<file path="src/rtl/load_miss_tracker.sv">
module load_miss_tracker #(
  parameter int ADDR_W  = 32,
  parameter int DATA_W  = 32,
  parameter int ENTRIES = 4,
  parameter int NREGS   = 32,
  localparam int RIDX_W = $clog2(NREGS),
  localparam int EIDX_W = $clog2(ENTRIES)
) (
  input  logic              clk,
  input  logic              rst_n,
  input  logic              alloc_req,
  input  logic [ADDR_W-1:0] alloc_addr,
  input  logic [RIDX_W-1:0] alloc_rd,
  output logic              alloc_stall,
  input  logic [RIDX_W-1:0] src_a,
  input  logic [RIDX_W-1:0] src_b,
  output logic              dec_stall,
  input  logic              fill_valid,
  input  logic [ADDR_W-1:0] fill_addr,
  input  logic [DATA_W-1:0] fill_data,
  output logic              wb_valid,
  output logic [RIDX_W-1:0] wb_rd,
  output logic [DATA_W-1:0] wb_data
);

  logic [ENTRIES-1:0] ent_vld;
  logic [ADDR_W-1:0]  ent_addr [ENTRIES];
  logic [RIDX_W-1:0]  ent_rd   [ENTRIES];
  logic [NREGS-1:0]   reg_empty;

  logic [ENTRIES-1:0] hit_vec;
  logic               fill_hit;
  logic [EIDX_W-1:0]  fill_idx;
  logic [ENTRIES-1:0] still_busy;
  logic               any_free;
  logic [EIDX_W-1:0]  free_idx;
  logic               rd_busy;
  logic               alloc_ok;

  always_comb begin
    for (int i = 0; i < ENTRIES; i++)
      hit_vec[i] = fill_valid && ent_vld[i] && (ent_addr[i] == fill_addr);
  end

  always_comb begin
    fill_idx = '0;
    for (int i = ENTRIES - 1; i >= 0; i--)
      if (hit_vec[i]) fill_idx = EIDX_W'(i);
  end

  assign fill_hit = |hit_vec;

  always_comb begin
    still_busy = ent_vld;
    if (fill_hit) still_busy[fill_idx] = 1'b0;
  end

  always_comb begin
    free_idx = '0;
    for (int i = ENTRIES - 1; i >= 0; i--)
      if (!still_busy[i]) free_idx = EIDX_W'(i);
  end

  assign any_free = ~&still_busy;

  assign rd_busy = (alloc_rd != '0) && reg_empty[alloc_rd] &&
                   !(fill_hit && ent_rd[fill_idx] == alloc_rd);

  assign alloc_stall = alloc_req && (!any_free || rd_busy);
  assign alloc_ok    = alloc_req && !alloc_stall;

  assign dec_stall = reg_empty[src_a] || reg_empty[src_b];

  assign wb_valid = fill_hit;
  assign wb_rd    = fill_hit ? ent_rd[fill_idx] : '0;
  assign wb_data  = fill_data;

  always_ff @(posedge clk or negedge rst_n) begin
    if (!rst_n) begin
      ent_vld   <= '0;
      reg_empty <= '0;
    end else begin
      if (fill_hit) begin
        ent_vld[fill_idx]           <= 1'b0;
        reg_empty[ent_rd[fill_idx]] <= 1'b0;
      end
      if (alloc_ok) begin
        ent_vld[free_idx] <= 1'b1;
        if (alloc_rd != '0) reg_empty[alloc_rd] <= 1'b1;
      end
    end
  end

  always_ff @(posedge clk) begin
    if (alloc_ok) begin
      ent_addr[free_idx] <= alloc_addr;
      ent_rd[free_idx]   <= alloc_rd;
    end
  end

endmodule

</file>
<file path="config.mk">
export PLATFORM = sky130hd
export DESIGN_NAME = load_miss_tracker
export DESIGN_NICKNAME = d
export VERILOG_FILES = /design/src/rtl/load_miss_tracker.sv
export SDC_FILE = /design/constraint.sdc
export NUM_CORES = 1
export LEC_CHECK = 0
export ABC_AREA = 1
export ABC_CLOCK_PERIOD_IN_PS = 11400
export BUFFER_PORTS_ARGS = -buffer_cell sky130_fd_sc_hd__buf_2
export CAP_MARGIN = 5
export CORE_UTILIZATION = 57
export DETAILED_ROUTE_END_ITERATION = 6
export PLACE_DENSITY = 0.79
export SLEW_MARGIN = 15
export SYNTH_ARGS = -nofsm -noshare
export SYNTH_HDL_FRONTEND = slang
export SYNTH_SLANG_ARGS = --single-unit
</file>
<file path="constraint.sdc">
create_clock -name clk -period 11.4 [get_ports clk]
set_input_delay 0.57 -clock clk [delete_from_list [all_inputs] [get_ports clk]]
set_output_delay 0.57 -clock clk [all_outputs]
set_load 0.02 [all_outputs]
</file>
**Yosys cells after proc, flatten, opt, wreduce, memory -nomap -nowiden**

Memory sizes are Yosys's and may differ from the RTL's.
Cells that the tools add are included.

- Bits in registers: 36
- RAM bits: 148
- Memories kept: 2

- Magnitude comparators: 10
- Equal/unequal tests: 5
- Mux-type cells: 30
- Bitwise operators: 6
- Reduce and logical (&&, ||, !) cells: 24

Memories:

| memory | words | width | read ports | clocked after Yosys merged registers in | write ports | RTL line | text |
|---|---|---|---|---|---|---|---|
| ent_addr | 4 | 32 | 4 | 0 | 1 | 27 | `logic [ADDR_W-1:0] ent_addr [ENTRIES];` |
| ent_rd | 4 | 5 | 1 | 0 | 1 | 28 | `logic [RIDX_W-1:0] ent_rd [ENTRIES];` |

Operators by type and width:

| kind | count |
|---|---|
| == test 32 bit | 4 |
| two-way mux 32 bit | 3 |
| bitwise AND 32 bit | 1 |
| inverter 32 bit | 1 |
| OR 32 bit | 1 |
| < comparator 5 x 6 -> 1 bit, second input constant | 4 |
| logical AND 1 bit | 17 |
| two-way mux 2 bit | 8 |
| binary-select mux 1 bit (select 5 bit) | 3 |
| demux 1 bit (select 5 bit) | 2 |
| greater-or-equal comparator 5 x 1 -> 1 bit, second input constant | 2 |
| two-way mux 1 bit | 9 |
| two-way mux 4 bit | 2 |
| < comparator 2 x 3 -> 1 bit, second input constant | 2 |
| == test 5 bit | 1 |
| two-way mux 5 bit | 1 |
| nonzero test 5 bit | 1 |
| bitwise AND 4 bit | 1 |
| demux 1 bit (select 2 bit) | 2 |
| greater-or-equal comparator 2 x 1 -> 1 bit, second input constant | 2 |
| inverter 4 bit | 1 |
| OR 4 bit | 1 |
| AND reduction 4 bit | 1 |
| OR reduction 4 bit | 1 |
| 2 further kinds | 4 |

**Longest topological paths before layout**

Gate-level depths: netlist (run 1).

- Depth in word-level cells: 23
- Depth in mapped cells: 24

**Worst setup path before layout (run 1)**

Ideal clock, no wire load.

- Path type: input port to flip-flop
- From: in fill_addr[16]
- To: mem ent_addr[0][0] (enable)
- Arrival: 3.880 ns
- Data required time: 10.969 ns
- Path slack: 7.088 ns
- Cell stages on the path: 20
- Path buffers: 1
- Path through: buf_2 > xnor2_1 > nand2_1 > nor2_1 > nand2_1 > nor2_1 > nand3_2 > nand2_2 > nand2_4 > nand2_1 > nand3_2 > nand2_4 > nand2_2 > nand2_1 > inv_1 > nor2_2 > nand3_2 > nand2_4 > nand3_1 > nor2_1

- Longest elaborated chain between the ends: 20

RTL lines:

| item | RTL line | text |
|---|---|---|
| start, declared | 19 | `input logic [ADDR_W-1:0] fill_addr,` |
| == test 32 bit | 42 | `hit_vec[i] = fill_valid && ent_vld[i] && (ent_addr[i] == fill_addr);` |
| logical AND 1 bit | 42 |  |
| two-way mux 2 bit (4 in series) | 48 | `if (hit_vec[i]) fill_idx = EIDX_W'(i);` |
| < comparator 2 x 3 -> 1 bit (not written as such) / greater-or-equal comparator 2 x 1 -> 1 bit (equally long branches) | 55 | `if (fill_hit) still_busy[fill_idx] = 1'b0;` |
| logical AND 1 bit (not written as such) | 55 |  |
| two-way mux 1 bit (not written as such) | 55 |  |
| demux 1 bit (select 2 bit) | 55 |  |
| inverter 4 bit (no source line) | -- |  |
| bitwise AND 4 bit (no source line) | -- |  |
| two-way mux 4 bit | 55 |  |
| AND reduction 4 bit | 64 | `assign any_free = ~&still_busy;` |
| logical OR 1 bit | 69 | `assign alloc_stall = alloc_req && (!any_free \|\| rd_busy);` |
| logical AND 1 bit | 69 |  |
| logical NOT 1 bit | 70 | `assign alloc_ok = alloc_req && !alloc_stall;` |
| logical AND 1 bit | 70 |  |
| two-way mux 1 bit | 95 | `if (alloc_ok) begin` |
| two-way mux 1 bit (not written as such) | 96 | `ent_addr[free_idx] <= alloc_addr;` |
| end, declared | 27 |  |

Parallel ways exist; a longest one is shown, timed or not.

==> implementation parameters, run 1 <==
Parameter                              Value

Floorplanning
  Die footprint ... 0.0199 mm^2
  Effective utilization at floorplan ... 0.586
  Area of the core ... around 0.019 mm^2
  Chip Height ... 141 um
  Standard-cell rows ... 50
  Boundary pin count ... 155
  Die Width ... 141 um

STA
  Fmax ... 224 MHz
  Final-report hold violation count ... 0
  Transition time at the pin with the least slew margin ... 0.921 ns
  Worst-case headroom to the max-slew limit ... 0.385
  Clock tree skew after final layout ... 0.0152 ns
  Setup ws final ... around 6.9 ns
  Setup-violating endpoint count in the final report ... 0
  Final setup TNS ... 0 ns
  Max-slew violation count ... 0
  Shortest clock period the worst path allows after layout ... 4.47 ns
  Final worst path period share ... 0.392
  RSZ-0062 raised after global routing ... false

Worst setup path
  CP startpoint kind ... flop
  Crit path capture type ... flop
  Worst Path Buf+Inv ... 3
  Library cell appearing most often on the critical path ... nand2_1
  Category of the most critical setup path ... reg -> reg
  Largest stage delay on the critical path ... 0.72 ns
  Max FO, Critical Path ... 37
  CP cell instances ... inv_1 > nand2_1 > nand2_1 > nor2_1 > nand2_1 > nor2_1 > nand3_1 > nor2_2 > nand3_2 > nand2_4 > nand2_1 > nand3_2 > nand2_2 > nand2_1 > nand2_1 > nor2_2 > nand3_2 > nand2_4 > nand4_1 > inv_1 > buf_4
  WP data required ... 11.51 ns
  Cell with the largest stage delay on the worst path ... inv_1
  Register-to-register setup slack ... 6.93 ns
  Crit path max-delay family ... simple AND/OR/NAND/NOR gates
  Arrival time at the worst endpoint ... 4.58 ns

GRT
  Wire length of the first global-routing pass ... 54200 um
  Overall global routing resource usage ... 0.372
  Antenna violations before repair ... 0
  Largest net degree at the start of global routing ... 38
  Via count of the first global-routing pass ... between 9000 and 10000
  Total global routing overflow ... 0

Synth
  Most instantiated cells after synthesis ... 455 x nand2_1, 177 x inv_1, 159 x nor2_1, 148 x edfxtp_1, 70 x nand4_1
  Largest area contributor in the netlist ... edfxtp_1
  Count of distinct cell types in the synthesized netlist ... between 40 and 50
  Number of enable flip-flop cells after synthesis ... between 100 and 150
  Top area cells in the synthesized netlist ... edfxtp_1 40%, nand2_1 15%, dfrtp_1 8.2%
  Fraction of registers with async set/reset ... 0.196
  Most used flip-flop cell after synthesis ... edfxtp_1
  Synth Register Bits ... about 180
  Mean cell area of the mapped netlist ... 7.82 um^2
  Netlist area before placement ... 0.0110 mm^2
  Cell with the most instances after synthesis ... nand2_1
  Number of instances in the synthesized netlist ... 1413
  Share of synthesized area occupied by flip-flops and latches ... 0.484
  Synthesis warning total ... 0
  Share of the synthesized area in the top cell type ... 0.402
  Syn Nets ... roughly 1500

Power
  Cell area power density ... 156 mW/mm^2
  Tot Pwr ... 1.88 mW
  Worst supply voltage drop on vdd ... 0.154 mV
  Leakage dissipation ... 5.55 nW

Route
  Remaining DRCs ... between 60 and 70
  Routed len/inst ... 20.5 um
  Via-to-Cell Ratio ... 5.82
  Number of DRC violations after detailed-routing iteration 0 ... 1390
  Detailed Route WL ... ~36000 um
  Vias ... 10131
  Count of TritonRoute iterations in the first routing pass ... 7
  ANT nets after route ... 0

CTS
  Clock Tree Buf Depth ... 2
  Clk Latency, worst-skew pair ... between 0.4 and 0.5 ns
  H-tree lvl count ... 4
  CTS resizes ... 0
  Clock slew at the register clock pins of the worst setup and hold paths ... 0.08 ns
  Master cell of the clock root buffer ... clkbuf_16
  Number of post-CTS setup repair buffers ... 0
  Total clock buffers created by CTS ... 17
  Hold buffer count at CTS ... 0
  Clock sink count ... 184
  TritonCTS clock tree ... yes

Placement
  Area of placed instances ... 0.0115 mm^2
  Worst slack after detailed placement ... 6.75 ns
  Detailed Place HPWL ... 27700 um
  Input/output buffers ... 90
  GPL Wtd Cong ... 1.10

Cells and area
  Cell area after layout ... between 0.01 and 0.015 mm^2
  Share of the core filled with cells in the final layout ... 0.639
  Final layout net count ... 1584
  Fill cell count ... 1693
  Share of final-layout standard cells stronger than drive strength 1 ... 0.132
  Inserted Diodes ... 0
  Layout-stage area growth over the synthesis result ... 8.96%

Run status
  Outcome ... finished, violations left
  Failing checks ... design-rule violations

Hold path
  Class of the tightest hold or removal check ... in -> async

Flow run
  Max capacitance violation total ... 0
## sequential cells by signal, summed over array words and instances (netlist names)
| signal | count |
|---|---|
| ent_vld | 4 |
| ent_addr | 128 |
| ent_rd | 20 |
| reg_empty | 32 |
## placed cells by master, fill, tap and decap left out, types with 6 or more instances in the layout
cell type  count
a21oi_1       30
a22oi_1        6
buf_2         90
clkbuf_16     17
dfrtp_1       36
edfxtp_1     148
inv_1        177
inv_2         29
nand2_1      455
nand2_2       11
nand3_1       52
nand3_2        8
nand3b_1       6
nand4_1       70
nor2_1       158
nor2_2         8
nor3_1        12
o211ai_1      11
o21ai_0       49
o31ai_1        6
or2_2          6
xnor2_1       28
xor2_1         6
## metrics by stage
stage	hold slack, ns	std cells
2_1_floorplan	0.274	1413
3_3_place_gp	0.465	1710
3_5_place_dp	0.470	1710
4_1_cts	0.233	1741
5_1_grt	0.273	1741
6_report	0.206	1741
## layout make-up
cell class	count	area [um^2]	share of cell area
sequential	184	5350	0.444
clock inverter	14	139	0.0115
multi-input combinational	963	4530	0.377
inverter	209	787	0.0654
clock buffer	17	425	0.0354
timing repair buffer	94	480	0.0399
tap	260	325	0.0270
## cell families after synthesis
kind of cell           count (synthesis)  synth area share
AO/OA/AOI/OAI                        127            0.0684
XOR/XNOR                              34            0.0270
buffers and inverters                266             0.106
flip-flops                           184             0.484
AND/OR/NAND/NOR                      802             0.314
## layer usage
metal | global-route usage | vias to the layer above | part of all wire
met4 | 0.114 | 0 | 0.027
li1 | - | 4670 | -
met3 | 0.113 | 90 | 0.14
met5 | 0 | - | 0
met1 | 0.540 | 4700 | 0.42
met2 | 0.534 | 671 | 0.41
## where the power goes
group          total (mW)  leakage, nW  internal (mW)  switching, mW
clock               0.569        0.268          0.288          0.281
sequential          0.896         1.78          0.822         0.0737
combinational       0.417         3.50          0.124          0.293
## worst register-to-register path: cells and delay by family (launching register included)
kind,cells,cell delay [ns]
AND/OR/NAND/NOR,18,2.37
buffers and inverters,3,1.25
flip-flops,1,0.50
## path summary, 6_finish.rpt
path                                            from                         to  cells after the start
setup / recovery           ent_addr[3][13]$_DFFE_PP_  ent_addr[3][22]$_DFFE_PP_                     21
hold / removal                                 rst_n    reg_empty[26]$_DFF_PN0_                      1
setup reg to reg           ent_addr[3][13]$_DFFE_PP_  ent_addr[3][22]$_DFFE_PP_                     21
hold reg to reg               reg_empty[1]$_DFF_PN0_     reg_empty[1]$_DFF_PN0_                      2
max in group asynchronous                      rst_n     reg_empty[6]$_DFF_PN0_                      1
min in group clk                       alloc_addr[6]   ent_addr[0][6]$_DFFE_PP_                      1
No activity file was read; power rests on OpenSTA's default activity.
==> inputs of run 2 (changes only) <==
ABC_CLOCK_PERIOD_IN_PS = 3600   (was 11400)
CORE_UTILIZATION = 53   (was 57)
PLACE_DENSITY = 0.78   (was 0.79)
clock period = 3.6 ns   (was 11.4 ns; I/O delays follow)
==> run 2 against run 1 <==
  * The run now ends clean
  * Hold slack worse by 0.15 ns
  * Sequential share of layout area down 2.8 points
  * Die area up 7.4%
  * Critical path type is now reg -> out
  * Largest cell class unchanged
==> implementation parameters, run 2 (synthesized netlist as in run 1, its figures left out) <==
Parameter                              Value

Run status
  Outcome ... complete, no violations

GRT
  Via count of the first global-routing pass ... just under 10000
  Overall global routing resource usage ... 0.354
  Peak-usage layer in the global routing report ... met1
  Wire length of the first global-routing pass ... 56300 um
  Met2 demand-to-capacity share in global routing ... 0.520
  Met3 global-route usage ... 0.0694
  Total global routing overflow ... 0
  Antenna violations before repair ... 1
  GR met1 Demand/Resource ... 0.539
  Largest net degree at the start of global routing ... 38

Placement
  Detailed Place HPWL ... 28300 um
  Placed Cells ... 1733
  Area of placed instances ... 0.0116 mm^2
  GPL Wtd Cong ... 1.07
  Input/output buffers ... 90

Hold path
  Class of the tightest hold or removal check ... in -> reg

Power
  Cell area power density ... 502 mW/mm^2
  Tot Pwr ... 6.45 mW
  Worst supply voltage drop on vdd ... 0.423 mV
  Leakage dissipation ... 5.93 nW

Route
  Remaining DRCs ... 0
  ANT nets after route ... 0
  Via-to-Cell Ratio ... slightly below 6
  Routed len/inst ... roughly 21 um
  Number of DRC violations after detailed-routing iteration 0 ... 1500
  Count of TritonRoute iterations in the first routing pass ... 7
  Vias ... 10484
  Detailed Route WL ... 37100 um

Cells and area
  Share of the core filled with cells in the final layout ... 0.633
  Layout-stage area growth over the synthesis result ... 16.4%
  Largest registers ... ent_addr: 128 flops, reg_empty: 32 flops, ent_rd: 20 flops
  Share of final-layout standard cells stronger than drive strength 1 ... 0.155
  Number of cells in the finished layout apart from fillers ... between 1500 and 2000
  Final layout net count ... 1634
  Highest-count cells in the layout ignoring fill and taps ... 452 x nand2_1, 177 x inv_1, 152 x nor2_1
  Most flop-heavy register ... ent_addr
  Area of the multi-input gates ... 0.00470 mm^2
  Fill cell count ... 1781
  Most common library cell in the layout ignoring fill and taps ... nand2_1
  Cell area after layout ... 0.0129 mm^2
  Number of flip-flops in the largest register ... about 130
  Register Area ... 0.00535 mm^2

Worst setup path
  Crit path max-delay family ... simple AND/OR/NAND/NOR gates
  CP startpoint kind ... flop
  Worst Path Buf+Inv ... 3
  Arrival time at the worst endpoint ... roughly 3.3 ns
  Largest stage delay on the critical path ... 0.41 ns
  Crit path capture type ... output port
  Category of the most critical setup path ... reg -> out
  CP cell instances ... xnor2_2 > nand2_1 > nor3b_1 > nand3_1 > o21a_1 > nand2_2 > nand3_2 > nand2_4 > inv_4 > nor2_1 > nor2_1 > nand3_2 > nand2_4 > buf_12 > a21boi_0 > buf_2
  WP data required ... roughly 3.4 ns
  Cell with the largest stage delay on the worst path ... edfxtp_1
  Max FO, Critical Path ... 24

Flow run
  Max capacitance violation total ... 0

Floorplanning
  Effective utilization at floorplan ... 0.544
  Die Width ... 146 um
  Standard-cell rows ... 52
  Chip Height ... 146 um
  Boundary pin count ... 155
  Area of the core ... 0.0203 mm^2
  Die footprint ... between 0.02 and 0.025 mm^2

STA
  Transition time at the pin with the least slew margin ... between 0.8 and 0.9 ns
  Final worst path period share ... 0.966
  Fmax ... around 290 MHz
  Max-slew violation count ... 0
  Clock tree skew after final layout ... 0.00995 ns
  Setup-violating endpoint count in the final report ... 0
  Worst-case headroom to the max-slew limit ... 0.429
  Final-report hold violation count ... 0
  Shortest clock period the worst path allows after layout ... 3.48 ns
  Hold WS ... 0.0576 ns

CTS
  H-tree lvl count ... 4
  Clock slew at the register clock pins of the worst setup and hold paths ... around 0.070 ns
  Master cell of the clock root buffer ... clkbuf_16
  Clock sink count ... ~180
  TritonCTS clock tree ... yes
  Clk Latency, worst-skew pair ... between 0.4 and 0.5 ns
  Total clock buffers created by CTS ... 17
  Clock Tree Buf Depth ... 2
## run 2: cell types whose count changed in the layout (fill, tap and decap cells not counted), moves of 11 or more
cell	previous run	this run
dlygate4sd3_1	0	33
xnor2_2	0	13
buf_4	4	15
xnor2_1	28	15
## run 2: cell type report
cell class	instances	area share
Antenna cell	1	0.000195
Sequential cell	184	0.416
Clock buffer	17	0.0331
Inverter	209	0.0612
Multi-Input combinational cell	963	0.366
Tap cell	270	0.0263
Timing Repair Buffer	144	0.0789
Clock inverter	14	0.0188
## run 2: path summary, 6_finish.rpt
kind,start,endpoint,slack (ns),cells past startpoint
worst max register to register,ent_addr[1][1]$_DFFE_PP_,ent_addr[0][23]$_DFFE_PP_,0.21,20
min in group asynchronous,rst_n,reg_empty[30]$_DFF_PN0_,0.39,2
worst min register to register,reg_empty[5]$_DFF_PN0_,reg_empty[5]$_DFF_PN0_,0.50,2
worst max-delay path,ent_addr[1][18]$_DFFE_PP_,alloc_stall,0.12,16
worst min-delay path,alloc_rd[1],ent_rd[0][1]$_DFFE_PP_,0.06,1
max in group asynchronous,rst_n,reg_empty[1]$_DFF_PN0_,2.65,2
## run 2: layer usage
metal,part of all wire,vias to the layer above
met5,0,-
met4,0.018,0
met3,0.12,74
met2,0.43,711
met1,0.43,4921
li1,-,4778
## run 2: power by group
group	switching (mW)	leakage, nW	total, mW	internal (mW)
clock	0.848	0.327	2.16	1.31
sequential	0.227	1.78	2.83	2.60
combinational	0.977	3.82	1.46	0.484
total	2.05	5.93	6.45	4.39
## run 2: stage by stage
stage	setup slack, ns	setup TNS, ns
floorplan	0.213	0
global placement	0.271	0
detailed placement	0.185	0
CTS	0.0376	0
global route	-0.0147	-0.0147
finish	0.123	0
## run 2: what timing repair did
action                     CTS  global route
gates resized for setup      4            30
hold endpoints to repair   164             0
hold buffers                33             0
setup endpoints to repair    1            33
pin swaps                    0             7
buffers inserted             0             4
